### config.mk
export PLATFORM = sky130hd
export DESIGN_NAME = cfg_stream_loader
export DESIGN_NICKNAME = d
export VERILOG_FILES = /design/src/rtl/cfg_loader_pkg.sv /design/src/rtl/cfg_poll_timer.sv /design/src/rtl/cfg_marker_scan.sv /design/src/rtl/cfg_stream_loader.sv
export SDC_FILE = /design/constraint.sdc
export NUM_CORES = 1
export LEC_CHECK = 0
export BUFFER_PORTS_ARGS = -buffer_cell sky130_fd_sc_hd__buf_2
export CAP_MARGIN = 20
export CORE_AREA = 2 2 89 113
export DETAILED_ROUTE_END_ITERATION = 10
export DIE_AREA = 0 0 91 115
export PLACE_DENSITY = 0.53
export SYNTH_ARGS = -nofsm -noshare
export SYNTH_HDL_FRONTEND = slang
export SYNTH_SLANG_ARGS = --single-unit
### constraint.sdc
create_clock -name clk -period 3.05 [get_ports clk]
set_clock_uncertainty 0.1 [all_clocks]
set_input_delay 0.305 -clock clk [delete_from_list [all_inputs] [get_ports clk]]
set_output_delay 0.305 -clock clk [all_outputs]
set_load 0.02 [all_outputs]
### src/rtl/cfg_loader_pkg.sv
// Shared types for the configuration stream loader.
// Assumes: used by cfg_stream_loader and its submodules only.
package cfg_loader_pkg;

    typedef enum logic [3:0] {
        ST_IDLE, ST_REWIND, ST_VALIDATE, ST_PROG, ST_WAIT_INIT, ST_SKIP,
        ST_LOAD_HI, ST_LOAD_LO, ST_PACE, ST_WRITE, ST_CHECK, ST_WAIT_DONE
    } ld_state_e;

    typedef enum logic [2:0] {
        RES_OK           = 3'd0,
        RES_BAD_IMAGE    = 3'd1,
        RES_INIT_TIMEOUT = 3'd2,
        RES_WRITE_ERR    = 3'd3,
        RES_DONE_TIMEOUT = 3'd4
    } ld_result_e;

    function automatic int max2(input int a, input int b);
        return (a > b) ? a : b;
    endfunction

endpackage

### src/rtl/cfg_poll_timer.sv
// Poll pacer: raises poll_o once every POLL_CYCLES cycles, starting in the
// first cycle after clear_i. It counts polls and flags the poll that is
// numbered limit_i.
// Assumes: limit_i >= 1 and stays constant between clears.
module cfg_poll_timer #(
    parameter int POLL_CYCLES = 100,
    parameter int CW          = 8
) (
    input  logic          clk,
    input  logic          rst_n,
    input  logic          clear_i,
    input  logic [CW-1:0] limit_i,
    output logic          poll_o,
    output logic          exhausted_o
);
    localparam int TW = (POLL_CYCLES > 1) ? $clog2(POLL_CYCLES) : 1;

    logic [TW-1:0] tmr;
    logic [CW-1:0] pcnt;

    assign poll_o      = (tmr == '0);
    assign exhausted_o = (pcnt == limit_i - CW'(1));

    // Cycle counter that wraps once per poll interval.
    always_ff @(posedge clk) begin
        if (!rst_n || clear_i)                 tmr <= '0;
        else if (tmr == TW'(POLL_CYCLES - 1))  tmr <= '0;
        else                                   tmr <= tmr + TW'(1);
    end

    // Counts the polls made since the last clear.
    always_ff @(posedge clk) begin
        if (!rst_n || clear_i) pcnt <= '0;
        else if (poll_o)       pcnt <= pcnt + CW'(1);
    end
endmodule

### src/rtl/cfg_marker_scan.sv
// Start-marker detector: finds the first 0xFF byte that is directly followed
// by 0x20, and tracks the parity of the byte count from that 0xFF onward.
// Assumes: clear_i is pulsed before each pass over the image.
module cfg_marker_scan (
    input  logic       clk,
    input  logic       rst_n,
    input  logic       clear_i,
    input  logic       take_i,
    input  logic [7:0] byte_i,
    output logic       hit_o,
    output logic       found_o,
    output logic       odd_o
);
    logic prev_ff;

    assign hit_o = take_i && !found_o && prev_ff && (byte_i == 8'h20);

    // Remembers the previous byte, the marker state and the remainder parity.
    always_ff @(posedge clk) begin
        if (!rst_n || clear_i) begin
            prev_ff <= 1'b0;
            found_o <= 1'b0;
            odd_o   <= 1'b0;
        end else if (take_i) begin
            prev_ff <= (byte_i == 8'hFF);
            if (hit_o)        found_o <= 1'b1;
            else if (found_o) odd_o   <= ~odd_o;
        end
    end
endmodule

### src/rtl/cfg_stream_loader.sv
// Configuration stream loader. It validates the image, then pulses program,
// waits for init, replays the image and writes each 16-bit word under a
// status handshake. It then waits for done, and retries a failed attempt.
// Assumes: the byte source restarts from byte 0 on rewind_o and presents the
// same image on every pass.
module cfg_stream_loader
    import cfg_loader_pkg::*;
#(
    parameter int POLL_CYCLES       = 100,
    parameter int PROG_TICKS        = 10,
    parameter int INIT_POLLS        = 50,
    parameter int TX_POLLS          = 100,
    parameter int WRITE_DELAY_TICKS = 2,
    parameter int DONE_POLLS        = 200,
    parameter int MAX_TRIES         = 3
) (
    input  logic        clk,
    input  logic        rst_n,
    input  logic        start_i,
    input  logic        s_valid_i,
    input  logic [7:0]  s_data_i,
    input  logic        s_last_i,
    output logic        s_ready_o,
    output logic        rewind_o,
    output logic        prog_o,
    input  logic [15:0] dev_status_i,
    input  logic        dev_done_i,
    output logic        wr_en_o,
    output logic [15:0] wr_data_o,
    output logic        busy_o,
    output logic        finish_o,
    output logic [2:0]  result_o
);
    localparam int LIM_MAX = max2(max2(max2(PROG_TICKS, INIT_POLLS), max2(TX_POLLS, DONE_POLLS)),
                                  WRITE_DELAY_TICKS);
    localparam int CW      = $clog2(LIM_MAX + 1);
    localparam int AW      = $clog2(MAX_TRIES + 1);
    localparam int INIT_BIT  = 1;
    localparam int TXRDY_BIT = 2;
    localparam logic [3:0] NEW_SIG = 4'h5;

    ld_state_e     state, state_n;
    ld_result_e    fail_code;
    logic          fail, succeed, bad;
    logic [AW-1:0] attempt;
    logic          validating, new_dev, last_word;
    logic [15:0]   word;
    logic [CW-1:0] limit;
    logic          poll, exhausted, take, hit, found, odd;
    logic          init_ok, tx_ok;

    wire unused_status = ^{dev_status_i[11:3], dev_status_i[0]};

    assign init_ok   = dev_status_i[INIT_BIT];
    assign tx_ok     = dev_status_i[TXRDY_BIT];
    assign s_ready_o = (state == ST_VALIDATE) || (state == ST_SKIP) ||
                       (state == ST_LOAD_HI)  || (state == ST_LOAD_LO);
    assign take      = s_valid_i && s_ready_o;
    assign rewind_o  = (state == ST_REWIND);
    assign prog_o    = (state == ST_PROG);
    assign wr_en_o   = (state == ST_WRITE);
    assign wr_data_o = word;
    assign busy_o    = (state != ST_IDLE);

    cfg_poll_timer #(.POLL_CYCLES(POLL_CYCLES), .CW(CW)) u_timer (
        .clk(clk), .rst_n(rst_n), .clear_i(state_n != state), .limit_i(limit),
        .poll_o(poll), .exhausted_o(exhausted)
    );

    cfg_marker_scan u_scan (
        .clk(clk), .rst_n(rst_n), .clear_i(state == ST_REWIND), .take_i(take),
        .byte_i(s_data_i), .hit_o(hit), .found_o(found), .odd_o(odd)
    );

    // Selects the poll or delay limit that the current state waits on.
    always_comb begin
        case (state)
            ST_PROG:      limit = CW'(PROG_TICKS);
            ST_WAIT_INIT: limit = CW'(INIT_POLLS);
            ST_PACE:      limit = new_dev ? CW'(TX_POLLS) : CW'(WRITE_DELAY_TICKS);
            ST_WAIT_DONE: limit = CW'(DONE_POLLS);
            default:      limit = CW'(1);
        endcase
    end

    // Next-state logic and the outcome events of the sequence.
    always_comb begin
        state_n   = state;
        fail      = 1'b0;
        fail_code = RES_OK;
        succeed   = 1'b0;
        bad       = 1'b0;
        case (state)
            ST_IDLE:     if (start_i) state_n = ST_REWIND;
            ST_REWIND:   state_n = validating ? ST_VALIDATE : ST_SKIP;
            ST_VALIDATE: if (take && s_last_i) begin
                             if (!(found || hit) || (found && !odd)) bad = 1'b1;
                             else state_n = ST_PROG;
                         end
            ST_PROG:     if (poll && exhausted) state_n = ST_WAIT_INIT;
            ST_WAIT_INIT: if (poll) begin
                             if (init_ok) state_n = ST_REWIND;
                             else if (exhausted) begin
                                 fail = 1'b1; fail_code = RES_INIT_TIMEOUT;
                             end
                         end
            ST_SKIP:     if (take) begin
                             if (hit) state_n = ST_PACE;
                             else if (s_last_i) bad = 1'b1;
                         end
            ST_LOAD_HI:  if (take) begin
                             if (s_last_i) bad = 1'b1;
                             else state_n = ST_LOAD_LO;
                         end
            ST_LOAD_LO:  if (take) state_n = ST_PACE;
            ST_PACE:     if (new_dev) begin
                             if (poll && tx_ok) state_n = ST_WRITE;
                             else if (poll && exhausted) begin
                                 fail = 1'b1; fail_code = RES_WRITE_ERR;
                             end
                         end else if (poll && exhausted) state_n = ST_WRITE;
            ST_WRITE:    state_n = ST_CHECK;
            ST_CHECK:    if (!init_ok) begin
                             fail = 1'b1; fail_code = RES_WRITE_ERR;
                         end else state_n = last_word ? ST_WAIT_DONE : ST_LOAD_HI;
            ST_WAIT_DONE: if (poll) begin
                             if (dev_done_i) succeed = 1'b1;
                             else if (exhausted) begin
                                 fail = 1'b1; fail_code = RES_DONE_TIMEOUT;
                             end
                         end
            default:     state_n = ST_IDLE;
        endcase
        if (bad || succeed) state_n = ST_IDLE;
        if (fail) state_n = (attempt == AW'(MAX_TRIES - 1)) ? ST_IDLE : ST_PROG;
    end

    // Sequence registers: state, word assembly, attempt count and result.
    always_ff @(posedge clk) begin
        if (!rst_n) begin
            state      <= ST_IDLE;
            attempt    <= '0;
            validating <= 1'b0;
            new_dev    <= 1'b0;
            last_word  <= 1'b0;
            word       <= '0;
            finish_o   <= 1'b0;
            result_o   <= RES_OK;
        end else begin
            state    <= state_n;
            finish_o <= 1'b0;
            if (state == ST_IDLE && start_i) begin
                result_o   <= RES_OK;
                attempt    <= '0;
                validating <= 1'b1;
            end
            if (state == ST_VALIDATE && state_n == ST_PROG) validating <= 1'b0;
            if (state == ST_WAIT_INIT && poll && init_ok)
                new_dev <= (dev_status_i[15:12] == NEW_SIG);
            if (state == ST_SKIP && hit) begin
                word      <= 16'hFF20;
                last_word <= s_last_i;
            end
            if (state == ST_LOAD_HI && take) word[15:8] <= s_data_i;
            if (state == ST_LOAD_LO && take) begin
                word[7:0] <= s_data_i;
                last_word <= s_last_i;
            end
            if (bad) begin
                result_o <= RES_BAD_IMAGE;
                finish_o <= 1'b1;
            end
            if (succeed) begin
                result_o <= RES_OK;
                finish_o <= 1'b1;
            end
            if (fail) begin
                result_o <= fail_code;
                if (attempt == AW'(MAX_TRIES - 1)) finish_o <= 1'b1;
                else attempt <= attempt + AW'(1);
            end
        end
    end
endmodule

==> run metrics <==
Simple-Gate Fraction of Synth Area=32.2%; register area share after synthesis=34.0%; Clock Sinks=47; # Max-Cap Violations=0; unrepaired setup endpoints after global routing=yes; DRC violations left=0; Setup CP Type=reg2reg; clk_lat worst skew=290 ps; crit path time final=3130 ps; switching part of the total power=38.9%; Netlist Area Pre-Place=0.00277 mm^2; synth cell count leaders=dfxtp_1, nor2_1, nand2_1, nor2b_1, nand3_1; Top-Level Pins=55; Pleak=1.60 nW; area grow syn2layout=41.4%; Worst setup SP type=flip-flop; multiplexer area fraction after synthesis=2.62%; Hold Path Depth=3; CP max stage cell=or4_4; WL/cell=14.8 um; post-synthesis async set-or-reset flop share=0%; Cell Rows=40; CTS Buf Count=5; Worst Path Arrival=3240 ps; final wirelength=8.30 mm; Worst Hold End=last_word; nets=466; H-tree Lvls=2; Final period util=103%; cts-stage hold buffer count=0; register share of total power=25.5%; worst-path fanout max=6; RePlAce Congestion=0.841; vias in the first global route=2858; ant diodes=0; Detailed Place HPWL=6.27 mm; syn_nets=357; Synth Flop Type=dfxtp_1; GRT Overall Usage=16.0%; clock power share=20.7%; CP max stage delay=510 ps; Detail Route Antenna Nets=0; Worst-Margin Slew=593 ps; drt first pass iters=4; number of port buffers=44; initial antenna violation count=0; Clock transition at path regs=70 ps; Power Total=0.00269 W; Synth Area in Compound Gates=20.9%; chip width=91 um; Root Driver=clkbuf_16; final slew viol count=0; Clock Path Buffers=2; Setup TNS=-783 ps; largest cells by area after synthesis=dfxtp_1, nor2b_1, nor3_2, nor2_1, o221a_2; DIE AREA=0.0105 mm^2; CTS tree=built; Starting Density=29.4%; Cell variety after synth=64; footprint of the multi-input gates=0.00179 mm^2; GRT overflow=0; core region area=0.00941 mm^2; initial DRC count=108; Slew HR=60.3%; Synth area leader=dfxtp_1; vias per inst=5.14; post-synthesis xor/xnor area fraction=4.12%; Sequential Area=943 um^2; Avg Cell Area, Syn=8.54 um^2; power density cells=687 mW/mm^2; RR Startpoint=state[3]; Cell Int Power=0.00164 W; Comb power frac=53.7%; Filler cells=1010; worst path required time=3160 ps; Post-Synth Adder-Cell Area=1.36%; final hold vios=0; Peak VDD IR=538 uV; failing checks=setup timing; Reg2Reg Setup Slack=-80 ps; post-synth top area share=34.0%; reg2reg end=u_timer.tmr[1]; routed vias=2877; final setup vio count=13; status=finished, violations left; HP Start=s_last_i; YS warnings=0; Post-synth EDFFs=0; most common cell in the netlist=dfxtp_1; Die H=115 um; Yosys reg bits=47; Fmax=0.319 GHz; critical path cell sequence=buf_4 > buf_4 > nor2b_2 > o32a_1 > a221o_2 > or4_4 > nand3_2 > a21oi_1 > a221o_2 > nor4_2; crit end category=flip-flop; worst slack at placement=-229 ps; pin count of the biggest net entering global routing=31; layout cells sized above 1=40.1%; Psw=0.00104 W; Gate Count Post-Synth=324; setup ws final=-84.7 ps; Tightest Hold Check Type=in2reg; main combinational cell family by area after synthesis=simple AND/OR/NAND/NOR gates; first-pass GRT wire length=13.7 mm; R2R depth=10
## power groups by stage
stage                     clock (W)  combinational, W  sequential, W
after floorplan                   0          0.000714       0.000706
after CTS                  0.000574           0.00139       0.000685
final                      0.000557           0.00144       0.000686
after global placement            0           0.00128       0.000696
after detailed placement          0           0.00129       0.000697
after global routing       0.000601           0.00156       0.000690
## how the worst max path moves through the flow
| stage | startpoint | endpoint | slack [ps] |
|---|---|---|---|
| floorplan | state[2] | u_timer.pcnt[2] | 20 |
| global placement | state[0] | u_timer.pcnt[5] | -210 |
| detailed placement | state[0] | u_timer.pcnt[1] | -230 |
| CTS | state[3] | u_timer.tmr[1] | -90 |
| global route | state[3] | u_timer.tmr[1] | -200 |
| finish | state[3] | u_timer.tmr[1] | -80 |
## registers in the layout (all words and copies together), names as in the netlist, 2 cells and up
register	flops
u_timer.pcnt	8
state	4
attempt	2
result_o	3
u_timer.tmr	7
wr_data_o	16
## stage by stage
stage	cell area [um^2]	cells	hold slack [ps]	util [%]
2_1_floorplan	2780	324	337	-
3_3_place_gp	3650	549	341	38.8
3_5_place_dp	3650	549	345	38.8
4_1_cts	3870	559	200	41.2
5_1_grt	3910	560	242	41.6
6_report	3910	560	203	41.6
## timing repair
item / CTS / global route
gates resized for setup: 16 / 7
endpoints found under the setup margin: 15 / 18
pin swaps: 21 / 1
buffers inserted: 2 / 1
## final cells by class
| type | instances | area share [%] |
|---|---|---|
| Inverter | 12 | 1.15 |
| Tap cell | 126 | 4.03 |
| Timing Repair Buffer | 121 | 21.1 |
| Sequential cell | 47 | 24.1 |
| Clock inverter | 3 | 0.512 |
| Clock buffer | 5 | 3.20 |
| Multi-Input combinational cell | 246 | 45.9 |
## logic make-up after synthesis
kind of cell / count (synthesis)
compound gates: 76
xor+xnor: 13
fa+ha+maj: 3
buf+inv: 31
flops: 47
mux: 7
simple gates: 147
## metal layers
layer	share of wire (%)	GRT usage, %	up-vias
met4	1.4	4.95	0
met5	0	0	-
li1	-	-	1436
met3	3.3	2.62	8
met2	52	30.4	63
met1	43	18.3	1370
## placed cells by master (no fill, tap or decap), drive strengths merged, types with 3 or more instances in the layout
master | netlist | routed
a21oi | 11 | 11
a221o | 3 | 3
a22oi | 9 | 9
a31oi | 6 | 6
and2 | 3 | 3
and3 | 4 | 4
and4 | 3 | 3
buf | 10 | 121
clkbuf | 9 | 5
dfxtp | 47 | 47
ha | 3 | 3
inv | 12 | 12
mux2i | 5 | 5
nand2 | 16 | 16
nand2b | 8 | 8
nand3 | 13 | 13
nand3b | 3 | 3
nand4 | 7 | 7
nor2 | 24 | 24
nor2b | 16 | 16
nor3 | 19 | 19
nor4 | 9 | 9
nor4b | 5 | 5
o21a | 3 | 3
o21ai | 13 | 13
o221a | 8 | 8
o31ai | 4 | 4
or2 | 3 | 3
or3 | 3 | 3
xnor2 | 3 | 3
xor2 | 10 | 10
## critical path: cells and delay by family (launching register included)
family                 cells  cell delay, ps
AO/OA/AOI/OAI              4            1270
AND/OR/NAND/NOR            4            1040
flip-flops                 1             330
buffers and inverters      2             310
(Power assumes the default switching activity.)
